### src/rtl/sr_guard_pkg.sv
package sr_guard_pkg;
  typedef enum logic [2:0] {
    OP_OTHER = 3'd0,
    OP_WREN  = 3'd1,
    OP_WRDI  = 3'd2,
    OP_ARM   = 3'd3,
    OP_WRSR  = 3'd4
  } sr_op_e;

  typedef enum logic [1:0] {
    SPAN_BYTE = 2'd0,
    SPAN_SECT = 2'd1,
    SPAN_B32  = 2'd2,
    SPAN_B64  = 2'd3
  } span_e;

  localparam int BP_W = 4;
endpackage

### src/rtl/sr_latch_ctrl.sv
module sr_latch_ctrl
  import sr_guard_pkg::*;
(
  input  logic   clk,
  input  logic   rst,
  input  logic   cmd_stb,
  input  sr_op_e cmd_op,
  input  logic   busy_start,
  input  logic   busy_done,
  input  logic   aai_start,
  input  logic   aai_stop,
  output logic   wel,
  output logic   aai,
  output logic   busy,
  output logic   armed
);
  logic is_wren, is_wrdi, is_wrsr;
  logic wel_drop;

  always_comb begin
    is_wren  = cmd_stb && (cmd_op == OP_WREN);
    is_wrdi  = cmd_stb && (cmd_op == OP_WRDI);
    is_wrsr  = cmd_stb && (cmd_op == OP_WRSR);
    wel_drop = is_wrdi || is_wrsr || aai_stop || (busy_done && !aai);
  end

  always_ff @(posedge clk) begin
    if (rst) begin
      wel   <= 1'b0;
      aai   <= 1'b0;
      busy  <= 1'b0;
      armed <= 1'b0;
    end else begin
      if (cmd_stb)
        armed <= (cmd_op == OP_WREN) || (cmd_op == OP_ARM);
      if (busy_start)     busy <= 1'b1;
      else if (busy_done) busy <= 1'b0;
      if (is_wrdi || aai_stop) aai <= 1'b0;
      else if (aai_start)      aai <= 1'b1;
      if (is_wren)       wel <= 1'b1;
      else if (wel_drop) wel <= 1'b0;
    end
  end


  wrdi_clears_chk: assert property (@(posedge clk) disable iff (rst)
    is_wrdi |=> (!wel && !aai));

  wrsr_drops_wel_chk: assert property (@(posedge clk) disable iff (rst)
    is_wrsr |=> !wel);

  wren_wins_chk: assert property (@(posedge clk) disable iff (rst)
    is_wren |=> wel);

  busy_set_chk: assert property (@(posedge clk) disable iff (rst)
    busy_start |=> busy);
endmodule

### src/rtl/sr_prot_bits.sv
module sr_prot_bits
  import sr_guard_pkg::*;
(
  input  logic            clk,
  input  logic            rst,
  input  logic            cmd_stb,
  input  sr_op_e          cmd_op,
  input  logic [7:0]      wrsr_data,
  input  logic            wp_n,
  input  logic            armed,
  output logic [BP_W-1:0] bp,
  output logic            bpl
);
  localparam logic [BP_W-1:0] BP_RESET = {1'b0, {(BP_W-1){1'b1}}};

  logic is_wrsr, locked, accept;

  always_comb begin
    is_wrsr = cmd_stb && (cmd_op == OP_WRSR);
    locked  = !wp_n && bpl;
    accept  = is_wrsr && armed && !locked;
  end

  always_ff @(posedge clk) begin
    if (rst) begin
      bp  <= BP_RESET;
      bpl <= 1'b0;
    end else if (accept) begin
      bp  <= wrsr_data[2 +: BP_W];
      bpl <= wrsr_data[7];
    end
  end


  locked_ignore_chk: assert property (@(posedge clk) disable iff (rst)
    (is_wrsr && !wp_n && bpl) |=> ($stable(bp) && $stable(bpl)));

  lock_no_fall_chk: assert property (@(posedge clk) disable iff (rst)
    (!wp_n && bpl) |=> bpl);

  unarmed_ignore_chk: assert property (@(posedge clk) disable iff (rst)
    (is_wrsr && !armed) |=> ($stable(bp) && $stable(bpl)));
endmodule

### src/rtl/sr_range_chk.sv
module sr_range_chk
  import sr_guard_pkg::*;
#(
  parameter int ADDR_W  = 21,
  parameter int SECT_W  = 12,
  parameter int BLKS_W  = 15,
  parameter int BLKL_W  = 16
) (
  input  logic              clk,
  input  logic              rst,
  input  logic [2:0]        bp_code,
  input  logic [ADDR_W-1:0] chk_addr,
  input  span_e             chk_span,
  output logic              prot_hit
);
  localparam logic [ADDR_W-1:0] ONES = {ADDR_W{1'b1}};
  localparam logic [ADDR_W-1:0] M_SECT = ONES >> (ADDR_W - SECT_W);
  localparam logic [ADDR_W-1:0] M_BLKS = ONES >> (ADDR_W - BLKS_W);
  localparam logic [ADDR_W-1:0] M_BLKL = ONES >> (ADDR_W - BLKL_W);

  logic [ADDR_W-1:0] low_mask, last_addr, top_mask;
  logic [2:0]        frac_k;
  logic              hit_d;

  always_comb begin
    unique case (chk_span)
      SPAN_SECT: low_mask = M_SECT;
      SPAN_B32:  low_mask = M_BLKS;
      SPAN_B64:  low_mask = M_BLKL;
      default:   low_mask = '0;
    endcase
    last_addr = chk_addr | low_mask;
    frac_k    = 3'd6 - bp_code;
    top_mask  = ~(ONES >> frac_k);
    if (bp_code == 3'd0)        hit_d = 1'b0;
    else if (bp_code >= 3'd6)   hit_d = 1'b1;
    else                        hit_d = ((last_addr & top_mask) == top_mask);
  end

  always_ff @(posedge clk) begin
    if (rst) prot_hit <= 1'b0;
    else     prot_hit <= hit_d;
  end


  none_protected_chk: assert property (@(posedge clk) disable iff (rst)
    (bp_code == 3'd0) |=> !prot_hit);

  all_protected_chk: assert property (@(posedge clk) disable iff (rst)
    (bp_code[2:1] == 2'b11) |=> prot_hit);
endmodule

### src/rtl/flash_sr_guard.sv
module flash_sr_guard
  import sr_guard_pkg::*;
#(
  parameter int ADDR_W = 21,
  parameter int SECT_W = 12,
  parameter int BLKS_W = 15,
  parameter int BLKL_W = 16
) (
  input  logic              clk,
  input  logic              rst,
  input  logic              cmd_stb,
  input  logic [2:0]        cmd_op,
  input  logic [7:0]        wrsr_data,
  input  logic              wp_n,
  input  logic              busy_start,
  input  logic              busy_done,
  input  logic              aai_start,
  input  logic              aai_stop,
  input  logic [ADDR_W-1:0] chk_addr,
  input  logic [1:0]        chk_span,
  output logic [7:0]        status,
  output logic              prot_hit,
  output logic              chip_erase_ok
);
  sr_op_e          op;
  logic            wel, aai, busy, armed, bpl;
  logic [BP_W-1:0] bp;

  assign op = sr_op_e'(cmd_op);

  sr_latch_ctrl u_ctrl (
    .clk(clk), .rst(rst), .cmd_stb(cmd_stb), .cmd_op(op),
    .busy_start(busy_start), .busy_done(busy_done),
    .aai_start(aai_start), .aai_stop(aai_stop),
    .wel(wel), .aai(aai), .busy(busy), .armed(armed)
  );

  sr_prot_bits u_bits (
    .clk(clk), .rst(rst), .cmd_stb(cmd_stb), .cmd_op(op),
    .wrsr_data(wrsr_data), .wp_n(wp_n), .armed(armed),
    .bp(bp), .bpl(bpl)
  );

  sr_range_chk #(
    .ADDR_W(ADDR_W), .SECT_W(SECT_W), .BLKS_W(BLKS_W), .BLKL_W(BLKL_W)
  ) u_range (
    .clk(clk), .rst(rst), .bp_code(bp[2:0]), .chk_addr(chk_addr),
    .chk_span(span_e'(chk_span)), .prot_hit(prot_hit)
  );

  assign status        = {bpl, aai, bp, wel, busy};
  assign chip_erase_ok = (bp == '0);


  erase_gate_chk: assert property (@(posedge clk) disable iff (rst)
    chip_erase_ok |-> (status[5:2] == 4'd0));
endmodule

### config.mk
export PLATFORM = sky130hd
export DESIGN_NAME = flash_sr_guard
export DESIGN_NICKNAME = d
export VERILOG_FILES = /design/src/rtl/sr_guard_pkg.sv /design/src/rtl/sr_latch_ctrl.sv /design/src/rtl/sr_prot_bits.sv /design/src/rtl/sr_range_chk.sv /design/src/rtl/flash_sr_guard.sv
export SDC_FILE = /design/constraint.sdc
export NUM_CORES = 1
export LEC_CHECK = 0
export ABC_CLOCK_PERIOD_IN_PS = 4420
export BUFFER_PORTS_ARGS = -buffer_cell sky130_fd_sc_hd__buf_4
export CORE_MARGIN = 10
export CORE_UTILIZATION = 40
export CTS_CLUSTER_SIZE = 12
export DETAILED_ROUTE_END_ITERATION = 8
export PLACE_DENSITY = 0.8
export SYNTH_ARGS = -nofsm -noshare
export SYNTH_HDL_FRONTEND = slang
export SYNTH_HIERARCHICAL = 1
export SYNTH_SLANG_ARGS = --single-unit
### constraint.sdc
create_clock -name clk -period 4.42 [get_ports clk]
set_clock_uncertainty 0.05 [all_clocks]
set_input_delay 0.663 -clock clk [delete_from_list [all_inputs] [get_ports clk]]
set_output_delay 0.663 -clock clk [all_outputs]
set_load 0.01 [all_outputs]
==> results.toml <==
[yosys]
synth_edf_count = 0
ys_ff_latch = 10
synth-async-reset-ratio = 0
synthesis.nets = 121
synth_commonest_cells = "dfxtp_1 (10), nor2_1 (10), inv_1 (7), ha_1 (6), nand2b_1 (6)"
synth-main-ff-cell = "dfxtp_1"
synth_area_leader_cell = "dfxtp_1"
syn_inst = 73
yosysSeqAreaShare = 0.308
yosysUniqueCellTypes = 25
synthTopCellsByArea = "dfxtp_1 (31%), ha_1 (12%), mux2i_1 (7.7%), nand2b_1 (5.8%), nor2_1 (5.8%)"
syn_avg_cell_area_sq_um = 8.90
syn_area_sq_um = 649
synth_warnings = 6
yosysTopAreaCellShare = 0.308

[power_and_ir_drop]
p_sw_frac = 0.228
fin_total_pwr_uw = 189
pwr-share-clk = 0.317
p_leak_nw = 0.435
p_switching_uw = 43.1
intPower_uw = 146
peakVddDrop_mv = 0.138
p_seq_frac = 0.495
combPwrFrac = 0.188
powerDensity_nw_per_um2 = 209

[clocking]
clkSlewWorstSetupHoldPaths_ns = 0.06
hold_buffers = 0
h-tree-depth = 1
cts_sinks = 10
cts_resized = 0
cts-root-buf = "clkbuf_4"
postCtsSetupBuffers = 0
cts_tree = "done"
cts_buffers = 3
clkLatencyLatePin_ns = 0.26
clk_path_buf_depth = 2

[placed_design]
portBuffers = 34
place_congestion = 0.723
dpl.hpwl_um = 1450

[layout]
area_growth_pct = 38.9
drive_gt1_frac = 0.394
antennaDiodeCount = 0
nets = 154

[critical_path]
crit_arrival_ns = 1.92
worst_setup_path_start_kind = "register"
crit_type = "reg2reg"
cp.required_ns = 4.52
path_max_fanout = 7
end_kind = "register"
r2r_slack_ns = 2.60

[floorplan]
initial_core_util = 0.426
die-width_um = 60.3
dieArea_sq_um = 3630
rows = 14
die_h_um = 60.3
io_pins = 52
coreArea_sq_um = 1520

[routing]
viasPerCell = 5.22
wirelength_um = 1700
drtPass1Iterations = 4
top_layer = "met3"
drc_errors = 0
wl_per_cell_um = 14.2
wl_met1_um = 614
vias = 626
dr_wl_met2_um = 851
drt_iter0_drc = 9
antenna_left = 0
dr_wl_met3_um = 236

[status]
run_status = "complete, no violations"

[sta]
finalCriticalPeriod_ns = 1.82
fin_crit_sh = 0.411
relSlewSlack = 0.739
finalSetupTns_ns = 0
hold_violations = 0
fmax_mhz = 550
timing_max_transition_violations_final = 0
worstMarginPinSlew_ns = 0.381
rsz0062_at_grt = "no"
setup_viol = 0

[flow_run]
drv_cap = 0

[global_routing]
grt_use_total = 0.0974
grt_remaining_overflow = 0
first_global_vias = 679
grt_pass1_wl_um = 2800
antenna_found_initial = 0
grt_max_degree = 17

[hold_path]
worstHoldPathType = "reg2reg"
==> registers in the layout, summed over array words and instances, names as in the netlist <==
register          count
u_bits/bp             4
u_bits/bpl            1
u_ctrl/aai            1
u_ctrl/armed          1
u_ctrl/busy           1
u_ctrl/wel            1
u_range/prot_hit      1
==> final timing paths <==
check | to | cells after the start | start
worst max-delay path | u_range/prot_hit$_SDFF_PP0_ | 6 | u_bits/bp[1]$_SDFFE_PP1P_
worst min-delay path | u_ctrl/armed$_SDFFE_PP0P_ | 2 | u_ctrl/armed$_SDFFE_PP0P_
worst max register to register | u_range/prot_hit$_SDFF_PP0_ | 6 | u_bits/bp[1]$_SDFFE_PP1P_
worst min register to register | u_ctrl/armed$_SDFFE_PP0P_ | 2 | u_ctrl/armed$_SDFFE_PP0P_
==> metrics by stage <==
step | hold WS, ns | worst slack, ns | instances | utilization | instance area (sq um)
2_1_floorplan | 0.384 | 2.80 | 73 | - | 649
3_3_place_gp | 0.399 | 2.69 | 117 | 0.577 | 880
3_5_place_dp | 0.419 | 2.65 | 117 | 0.577 | 880
4_1_cts | 0.428 | 2.61 | 120 | 0.592 | 902
5_1_grt | 0.444 | 2.49 | 120 | 0.592 | 902
6_report | 0.420 | 2.60 | 120 | 0.592 | 902
==> logic make-up (layout without fill, tap and decap cells) <==
group / Yosys count / after routing / share of synthesized area
AND/OR/NAND/NOR: 24 / 24 / 0.216
AO/OA/AOI/OAI: 15 / 15 / 0.173
buffers and inverters: 13 / 44 / 0.110
flip-flops: 10 / 10 / 0.308
adder cells (fa/ha/maj): 6 / 6 / 0.116
multiplexers: 5 / 5 / 0.0771
==> metal layers <==
| metal | GRT usage | up-vias |
|---|---|---|
| met3 | 0.0699 | 0 |
| met5 | 0 | - |
| met2 | 0.165 | 26 |
| met1 | 0.0948 | 286 |
| li1 | - | 314 |
| met4 | 0.0192 | 0 |
==> power by group through the flow <==
stage | Combinational (mW) | Clock, mW | Sequential (mW)
2_1_floorplan | 0.0134 | 0 | 0.0957
3_3_place_gp | 0.0346 | 0 | 0.0955
3_5_place_dp | 0.0357 | 0 | 0.0956
4_1_cts | 0.0358 | 0.0631 | 0.0935
5_1_grt | 0.0393 | 0.0683 | 0.0937
6_report | 0.0355 | 0.0599 | 0.0935
==> layout make-up <==
| type | instances | area [sq um] |
|---|---|---|
| Fill cell | 149 | 622 |
| Multi-Input combinational cell | 50 | 378 |
| Timing Repair Buffer | 34 | 255 |
| Sequential cell | 10 | 200 |
| Inverter | 7 | 26.3 |
| Clock buffer | 3 | 22.5 |
| Tap cell | 16 | 20.0 |
==> critical path: stages, from the launching register on <==
cell      delay [ns]
dfxtp_1         0.46
ha_1            0.22
inv_1           0.07
ha_1            0.30
a21oi_1         0.18
o311ai_1        0.14
o41ai_1         0.29
==> cell usage in the layout (no fill, tap or decap) <==
cell	Yosys	final
a2111oi_0	1	1
a21oi_1	5	5
a22oi_2	1	1
a311oi_2	1	1
a31oi_1	1	1
and3_1	1	1
buf_4	4	34
clkbuf_4	0	3
dfxtp_1	10	10
ha_1	6	6
inv_1	7	7
mux2i_1	5	5
nand2_1	1	1
nand2b_1	6	6
nand3b_1	2	2
nor2_1	10	10
nor4_2	1	1
nor4b_1	1	1
nor4bb_1	1	1
o21a_1	2	2
o22ai_1	2	2
o311ai_1	1	1
o41ai_1	1	1
or3b_2	1	1
No activity file was read; power rests on OpenSTA's default activity.
